==> src/rtl/evtagg_pkg.sv <==
package evtagg_pkg;
    localparam int unsigned EVW       = 8;
    localparam int unsigned BIT_REPLY = 0;
    localparam int unsigned BIT_AUTO  = 1;
    localparam int unsigned BIT_TICK  = 2;

    localparam logic [EVW-1:0] REPLY_MSK  = EVW'(1) << BIT_REPLY;
    localparam logic [EVW-1:0] AUTO_MSK   = EVW'(1) << BIT_AUTO;
    localparam logic [EVW-1:0] TICK_MSK   = EVW'(1) << BIT_TICK;
    localparam logic [EVW-1:0] PERIPH_MSK = REPLY_MSK | AUTO_MSK;
    localparam logic [EVW-1:0] RESET_MASK = REPLY_MSK | TICK_MSK;

    typedef enum logic [1:0] {
        REQ_ACK  = 2'd0,
        REQ_MASK = 2'd1,
        REQ_POLL = 2'd2,
        REQ_NOP  = 2'd3
    } req_kind_t;

    typedef enum logic [1:0] {
        S_IDLE = 2'd0,
        S_HEAD = 2'd1,
        S_BODY = 2'd2
    } ack_state_t;
endpackage

==> src/rtl/evtagg_period_timer.sv <==
module evtagg_period_timer #(
    parameter int unsigned PERIOD = 1000
) (
    input  logic clk,
    input  logic rst_n,
    input  logic en,
    input  logic restart,
    output logic fire
);
    localparam int unsigned CW = (PERIOD > 1) ? $clog2(PERIOD) : 1;
    localparam logic [CW-1:0] LAST = CW'(PERIOD - 1);

    logic [CW-1:0] cnt_q;

    always_ff @(posedge clk) begin
        if (!rst_n) begin
            cnt_q <= '0;
        end else if (restart) begin
            cnt_q <= '0;
        end else if (en) begin
            cnt_q <= (cnt_q == LAST) ? '0 : cnt_q + CW'(1);
        end
    end

    assign fire = en && (cnt_q == LAST);

    // the counter never runs past its last phase
    p_cnt_bound_r3: assert property (@(posedge clk) disable iff (!rst_n)
        cnt_q <= LAST);

    if (PERIOD > 1) begin : g_gap
        // pulses are single cycles, never back to back
        p_fire_gap_r3: assert property (@(posedge clk) disable iff (!rst_n)
            (fire && !restart) |=> !fire);
    end
endmodule

==> src/rtl/evtagg_reply_buf.sv <==
module evtagg_reply_buf #(
    parameter int unsigned DEPTH = 8,
    parameter int unsigned LENW  = 4
) (
    input  logic            clk,
    input  logic            rst_n,
    input  logic            wr_en,
    input  logic [7:0]      wr_data,
    input  logic            clr,
    input  logic [LENW-1:0] rd_idx,
    output logic [LENW-1:0] count,
    output logic [7:0]      rd_data
);
    localparam int unsigned IDXW = (DEPTH > 1) ? $clog2(DEPTH) : 1;

    logic [7:0]      mem_q [DEPTH];
    logic [LENW-1:0] cnt_q;
    logic            room;

    assign room = (cnt_q < LENW'(DEPTH));

    always_ff @(posedge clk) begin
        if (!rst_n) begin
            cnt_q <= '0;
        end else if (clr) begin
            cnt_q <= '0;
        end else if (wr_en && room) begin
            cnt_q <= cnt_q + LENW'(1);
        end
    end

    for (genvar i = 0; i < DEPTH; i++) begin : g_slot
        always_ff @(posedge clk) begin
            if (!rst_n) begin
                mem_q[i] <= '0;
            end else if (wr_en && room && !clr && (cnt_q == LENW'(i))) begin
                mem_q[i] <= wr_data;
            end
        end
    end

    assign count   = cnt_q;
    assign rd_data = mem_q[rd_idx[IDXW-1:0]];

    // the buffer never holds more than DEPTH bytes
    p_no_overflow_r10: assert property (@(posedge clk) disable iff (!rst_n)
        cnt_q <= LENW'(DEPTH));

    // a clear empties the buffer on the next edge
    p_clr_empty_r4: assert property (@(posedge clk) disable iff (!rst_n)
        clr |=> (cnt_q == '0));
endmodule

==> src/rtl/evtagg_ack_fsm.sv <==
module evtagg_ack_fsm
    import evtagg_pkg::*;
#(
    parameter int unsigned LENW = 4
) (
    input  logic            clk,
    input  logic            rst_n,
    input  logic            start,
    input  logic [EVW-1:0]  hdr_in,
    input  logic [LENW-1:0] body_len_in,
    input  logic [7:0]      rd_data,
    output logic [LENW-1:0] rd_idx,
    output logic            busy,
    output logic            out_valid,
    output logic [7:0]      out_data,
    output logic            out_last,
    output logic [LENW-1:0] out_len
);
    ack_state_t      state_q, state_d;
    logic [EVW-1:0]  hdr_q;
    logic [LENW-1:0] len_q;
    logic [LENW-1:0] idx_q;
    logic            body_end;

    assign body_end = (idx_q == len_q - LENW'(1));

    always_comb begin
        state_d = state_q;
        unique case (state_q)
            S_IDLE: if (start) state_d = S_HEAD;
            S_HEAD: state_d = (len_q == '0) ? S_IDLE : S_BODY;
            S_BODY: if (body_end) state_d = S_IDLE;
            default: state_d = S_IDLE;
        endcase
    end

    always_ff @(posedge clk) begin
        if (!rst_n) begin
            state_q <= S_IDLE;
            hdr_q   <= '0;
            len_q   <= '0;
            idx_q   <= '0;
        end else begin
            state_q <= state_d;
            if (state_q == S_IDLE && start) begin
                hdr_q <= hdr_in;
                len_q <= body_len_in;
                idx_q <= '0;
            end else if (state_q == S_BODY && !body_end) begin
                idx_q <= idx_q + LENW'(1);
            end
        end
    end

    always_comb begin
        out_valid = 1'b0;
        out_data  = '0;
        out_last  = 1'b0;
        unique case (state_q)
            S_IDLE: ;
            S_HEAD: begin
                out_valid = 1'b1;
                out_data  = hdr_q;
                out_last  = (len_q == '0);
            end
            S_BODY: begin
                out_valid = 1'b1;
                out_data  = rd_data;
                out_last  = body_end;
            end
            default: ;
        endcase
    end

    assign out_len = len_q + LENW'(1);
    assign rd_idx  = idx_q;
    assign busy    = (state_q != S_IDLE);

    // the body index stays inside the captured reply length
    p_body_idx_r4: assert property (@(posedge clk) disable iff (!rst_n)
        (state_q == S_BODY) |-> (idx_q < len_q));

    // the status byte is shown for exactly one cycle
    p_head_once_r4: assert property (@(posedge clk) disable iff (!rst_n)
        (state_q == S_HEAD) |=> (state_q != S_HEAD));
endmodule

==> src/rtl/evt_irq_agg.sv <==
module evt_irq_agg
    import evtagg_pkg::*;
#(
    parameter int unsigned TICK_CYCLES = 50_000_000,
    parameter int unsigned POLL_CYCLES = 1_500_000,
    parameter int unsigned DEPTH       = 8,
    localparam int unsigned LENW       = $clog2(DEPTH + 2)
) (
    input  logic            clk,
    input  logic            rst_n,
    input  logic [7:0]      evt_set,
    input  logic            ld_valid,
    input  logic [7:0]      ld_data,
    input  logic            ld_commit,
    input  logic            ld_auto,
    input  logic            req_valid,
    input  logic [1:0]      req_kind,
    input  logic [2:0]      req_argc,
    input  logic [15:0]     req_arg,
    output logic            irq_n,
    output logic            poll_req,
    output logic [15:0]     poll_mask,
    output logic            out_valid,
    output logic [7:0]      out_data,
    output logic            out_last,
    output logic [LENW-1:0] out_len
);
    logic [EVW-1:0]  pend_q, mask_q;
    logic [15:0]     pmask_q;
    logic            busy, idle;
    logic            ack_ok, mask_ok, poll_ok;
    logic            load_open, wr_en, commit_ok;
    logic            reply_pending;
    logic [EVW-1:0]  set_vec, clr_vec, hdr;
    logic [LENW-1:0] buf_count, rd_idx, body_len;
    logic [7:0]      rd_data;
    logic            tick_fire, poll_fire;
    req_kind_t       kind;

    assign kind          = req_kind_t'(req_kind);
    assign idle          = !busy;
    assign reply_pending = pend_q[BIT_REPLY];

    // request decode: only taken while no stream is running
    assign ack_ok  = req_valid && idle && (kind == REQ_ACK)  && (req_argc == 3'd0);
    assign mask_ok = req_valid && idle && (kind == REQ_MASK) && (req_argc == 3'd1);
    assign poll_ok = req_valid && idle && (kind == REQ_POLL) && (req_argc == 3'd2)
                     && (req_arg != pmask_q);

    // reply loading is closed while an unread reply or a stream exists
    assign load_open = idle && !reply_pending;
    assign wr_en     = ld_valid && load_open;
    assign commit_ok = ld_commit && load_open;

    assign hdr      = reply_pending ? (pend_q & PERIPH_MSK) : pend_q;
    assign body_len = reply_pending ? buf_count : '0;
    assign clr_vec  = ack_ok ? (reply_pending ? PERIPH_MSK : {EVW{1'b1}}) : '0;
    assign set_vec  = evt_set
                    | (tick_fire ? TICK_MSK : '0)
                    | (commit_ok ? (REPLY_MSK | (ld_auto ? AUTO_MSK : '0)) : '0);

    always_ff @(posedge clk) begin
        if (!rst_n) begin
            pend_q  <= '0;
            mask_q  <= RESET_MASK;
            pmask_q <= '0;
        end else begin
            pend_q <= (pend_q & ~clr_vec) | set_vec;
            if (mask_ok) mask_q  <= req_arg[EVW-1:0];
            if (poll_ok) pmask_q <= req_arg;
        end
    end

    evtagg_period_timer #(.PERIOD(TICK_CYCLES)) u_tick (
        .clk     (clk),
        .rst_n   (rst_n),
        .en      (1'b1),
        .restart (1'b0),
        .fire    (tick_fire)
    );

    evtagg_period_timer #(.PERIOD(POLL_CYCLES)) u_poll (
        .clk     (clk),
        .rst_n   (rst_n),
        .en      (pmask_q != '0),
        .restart (poll_ok && (req_arg != '0)),
        .fire    (poll_fire)
    );

    evtagg_reply_buf #(.DEPTH(DEPTH), .LENW(LENW)) u_buf (
        .clk     (clk),
        .rst_n   (rst_n),
        .wr_en   (wr_en),
        .wr_data (ld_data),
        .clr     (ack_ok && reply_pending),
        .rd_idx  (rd_idx),
        .count   (buf_count),
        .rd_data (rd_data)
    );

    evtagg_ack_fsm #(.LENW(LENW)) u_fsm (
        .clk         (clk),
        .rst_n       (rst_n),
        .start       (ack_ok),
        .hdr_in      (hdr),
        .body_len_in (body_len),
        .rd_data     (rd_data),
        .rd_idx      (rd_idx),
        .busy        (busy),
        .out_valid   (out_valid),
        .out_data    (out_data),
        .out_last    (out_last),
        .out_len     (out_len)
    );

    assign irq_n     = ~|(pend_q & mask_q);
    assign poll_req  = poll_fire && idle && !reply_pending;
    assign poll_mask = pmask_q;

    // a full acknowledge leaves only same-cycle sets pending
    p_ack_all_clear_r5: assert property (@(posedge clk) disable iff (!rst_n)
        (ack_ok && !reply_pending) |=> ((pend_q & ~$past(set_vec)) == '0));

    // a reply acknowledge drops the peripheral bits and the buffer
    p_ack_reply_clear_r4: assert property (@(posedge clk) disable iff (!rst_n)
        (ack_ok && reply_pending) |=>
            (((pend_q & PERIPH_MSK & ~$past(set_vec)) == '0) && (buf_count == '0)));

    // every set strobe is visible as pending on the next edge
    p_set_wins_r12: assert property (@(posedge clk) disable iff (!rst_n)
        (set_vec != '0) |=> ((pend_q & $past(set_vec)) == $past(set_vec)));

    // requests during a stream leave both masks untouched
    p_busy_ignore_r13: assert property (@(posedge clk) disable iff (!rst_n)
        (busy && req_valid) |=> ((mask_q == $past(mask_q)) && (pmask_q == $past(pmask_q))));

    // polls are only requested while auto-polling is on
    p_poll_live_r8: assert property (@(posedge clk) disable iff (!rst_n)
        poll_req |-> (pmask_q != '0));
endmodule

==> config.mk <==
export PLATFORM = sky130hd
export DESIGN_NAME = evt_irq_agg
export DESIGN_NICKNAME = d
export VERILOG_FILES = /design/src/rtl/evtagg_pkg.sv /design/src/rtl/evtagg_period_timer.sv /design/src/rtl/evtagg_reply_buf.sv /design/src/rtl/evtagg_ack_fsm.sv /design/src/rtl/evt_irq_agg.sv
export SDC_FILE = /design/constraint.sdc
export NUM_CORES = 1
export LEC_CHECK = 0
export ABC_CLOCK_PERIOD_IN_PS = 3530
export CAP_MARGIN = 25
export CORE_MARGIN = 4
export CORE_UTILIZATION = 45
export DETAILED_ROUTE_END_ITERATION = 10
export SYNTH_ARGS = -nofsm -noshare
export SYNTH_HDL_FRONTEND = slang
export SYNTH_HIERARCHICAL = 1
export SYNTH_SLANG_ARGS = --single-unit
==> constraint.sdc <==
create_clock -name clk -period 3.53 [get_ports clk]
set_input_delay 0.5295 -clock clk [delete_from_list [all_inputs] [get_ports clk]]
set_output_delay 0.5295 -clock clk [all_outputs]
set_load 0.02 [all_outputs]
==> flow_summary.yaml, run 1 <==
worst_setup_path:
  reg2reg_setup_slack_ps: 790
  crit_required_ps: 3000
  end_kind: "primary output"
  worstSetupPathType: "reg -> out"
  cp.arrival_ps: 2790
  reg2reg_depth: 10
  r2r-start: "u_fsm/state_q[0]$_SDFFE_PN0P_"
  r2r-end: "u_buf/mem_q[2][3]$_SDFFCE_PN0P_"
  cp_max_fo: 8
  cp-startpoint: "poll_mask[15]$_SDFFE_PN0P_"
  critPathLaunchType: "flip-flop"
synth:
  syn_avg_cell_area_um2: 10.48
  synth_edf_count: 64
  yosysSeqAreaShare: 0.4798
  synth-async-reset-ratio: 0
  synthesis.area_mm2: 0.008219
  ys_warn_count: 6
  synth_flop_cell: "dfxtp_1"
  ys_seq_elements: 165
  synth_cells: 784
  synth_cell_types: 61
timing:
  finalSetupViolations: 0
  hold_viol: 0
  max_freq_mhz: 300.9
  rsz0062_at_grt: "no"
  worst_slew_pin_slew_ps: 857.6
  period_needed_ps: 3323
  final.setup.tns_ps: 0
  skew_ps: 7.687
  relSlewSlack: 0.4269
  fin_crit_sh: 0.9414
  slew_violations: 0
power_and_ir_drop:
  p_leak_nw: 3.444
  p_int_mw: 3.158
  power_frac_clock: 0.436
  ir_drop_uv: 332.1
  power.switching_uw: 919.7
  p_per_area_mw_per_mm2: 417.0
  pwr-share-comb: 0.061
  pwr-share-seq: 0.503
  p_sw_frac: 0.2255
clock_tree:
  cts_buffers: 17
  cts_max_path_buffers: 2
  cts_sinks: 165
  cts_tree: "built"
  h-tree-depth: 4
  cts.reportedPaths.clkPinSlew_ps: 60
  cts_root_buffer: "clkbuf_16"
  cts_resized: 0
  hold_buffers: 0
  clock_latency_ps: 420
  cts_setup_buffers: 0
route:
  ant_nets: 0
  drt-initial-drc-count: 327
  wl_um: 18430
  vias: 5953
  dr.pass1.iters: 5
  wire_per_inst_um: 16.57
  drt-vias-per-instance: 5.353
  drc_errors: 0
run_status:
  outcome: "finished, final reports clean"
cells_and_area:
  final_area_mm2: 0.009779
  nNetsFinal: 926
  diodes: 0
  drive_above_1_share: 0.08947
  syn2layout_area_growth_pct: 18.98
  final_cell_mix: "dfxtp_1, nand2_1, clkdlybuf4s50_1"
  final_common_cell: "dfxtp_1"
placed_design:
  port_buffers: 74
  postPlaceCellArea_mm2: 0.009189
  dp_hpwl_um: 13520
  routabilityCongestion: 0.8094
grt:
  overflow: 0
  grt_pass1_vias: 5870
  grt_usage: 0.1871
  antenna_found_initial: 0
  grt_max_degree: 62
  grt_pass1_wl_um: 30370
floorplanning:
  die_height_um: 143.1
  ios: 75
  chipWidth_um: 143.1
  core_mm2: 0.01796
  start_util: 0.4575
  die_area_mm2: 0.02049
  rows: 49
worst_hold_path:
  hold_start: "rst_n"
  hold_path_end: "mask_q[2]$_SDFFE_PN1P_"
  hp-class: "in -> reg"
  min_path_cells: 2
job:
  cap_violations: 0
[metrics by stage]
stage,power (mW),util,hold slack (ps),instances,setup slack [ps]
after floorplan,2.212,-,443.6,790,899.0
after global placement,2.332,0.5115,463.4,1078,566.0
after detailed placement,2.339,0.5115,468.6,1078,543.5
after CTS,4.136,0.5436,405.9,1110,70.25
after global routing,4.243,0.5444,464.9,1112,55.60
final,4.078,0.5444,425.7,1112,207.0
[sequential cells by signal, indices dropped and copies added, names as in the netlist]
signal         cells
u_poll/cnt_q      21
u_fsm/rd_idx       4
mask_q             8
u_fsm/len_q        4
u_tick/cnt_q      26
u_buf/count        4
u_fsm/state_q      2
u_buf/mem_q       64
u_fsm/hdr_q        8
pend_q             8
poll_mask         16
[final cells by class]
type | count | area, um^2
clock inverter | 13 | 122.6
fill | 1594 | 8184
tap | 229 | 286.5
multi-input combinational | 577 | 4046
sequential | 165 | 3944
clock buffer | 19 | 452.9
timing repair buffer | 90 | 855.8
inverter | 19 | 71.32
[Yosys cell counts, types with 13 or more instances]
cell      count  share of area
nand3_1      16         0.0097
nor2b_1      28          0.021
nand2_1      92          0.042
mux2i_1      32          0.039
nor2_1       47          0.021
dfxtp_1     101           0.25
ha_1         13          0.020
mux4_1       15          0.048
o21ai_0      21          0.013
or3_1        14          0.011
a21oi_1      27          0.016
and2_1       72          0.055
inv_1        19         0.0087
clkbuf_1     15         0.0068
nand4_1      20          0.015
xnor2_1      35          0.037
xor2_1       14          0.015
a21boi_0     14          0.013
edfxtp_1     64           0.23
[kinds of logic (layout without fill, tap and decap cells)]
kind of cell    after synthesis  after routing  synth area share
compound gates               94             94           0.07459
buf+inv                      48            141           0.03181
xor+xnor                     50             50           0.05495
flops                       165            165            0.4798
mux                          56             56            0.1006
simple gates                356            356            0.2375
fa+ha+maj                    13             13           0.01979
other cells                   2              8         0.0009137
[worst max-delay path by stage]
stage	to	cells after the start
2_1_floorplan	u_buf/mem_q[5][0]$_SDFFCE_PN0P_	9
3_3_place_gp	poll_req	7
3_5_place_dp	poll_req	7
4_1_cts	poll_req	7
5_1_grt	poll_req	7
6_report	poll_req	7
[worst max-delay path, stage by stage (launching register included)]
cell	delay, ps
dfxtp_1	340
nor4_1	450
nand4_1	270
nand4_1	330
or2_2	230
nor3_1	60
and2_1	150
clkdlybuf4s50_1	540
[power by group through the flow]
stage | Clock (mW) | Sequential [mW] | Combinational [mW]
6_report | 1.78 | 2.05 | 0.249
5_1_grt | 1.92 | 2.05 | 0.274
4_1_cts | 1.84 | 2.05 | 0.248
3_5_place_dp | 0 | 2.09 | 0.247
3_3_place_gp | 0 | 2.09 | 0.243
2_1_floorplan | 0 | 2.08 | 0.131
[metal layers]
layer	share of wire	vias up	track usage	wire (um)
met5	0	-	0	0
met4	0.014	0	0.05253	252
met3	0.027	19	0.03349	489
met2	0.50	88	0.3217	9280
met1	0.46	2866	0.2425	8406
li1	-	2980	-	-
(Power assumes the default switching activity.)
==> run 2, diff against run 1 <==
TNS_END_PERCENT = 1   (was unset)
==> results of run 2 <==
No change in the layout: final DEF, timing and power equal those of run 1.
==> run 3, diff against run 2 <==
CAP_MARGIN = unset   (was 25)
==> results of run 3 <==
No change in the layout: final DEF, timing and power equal those of run 1.
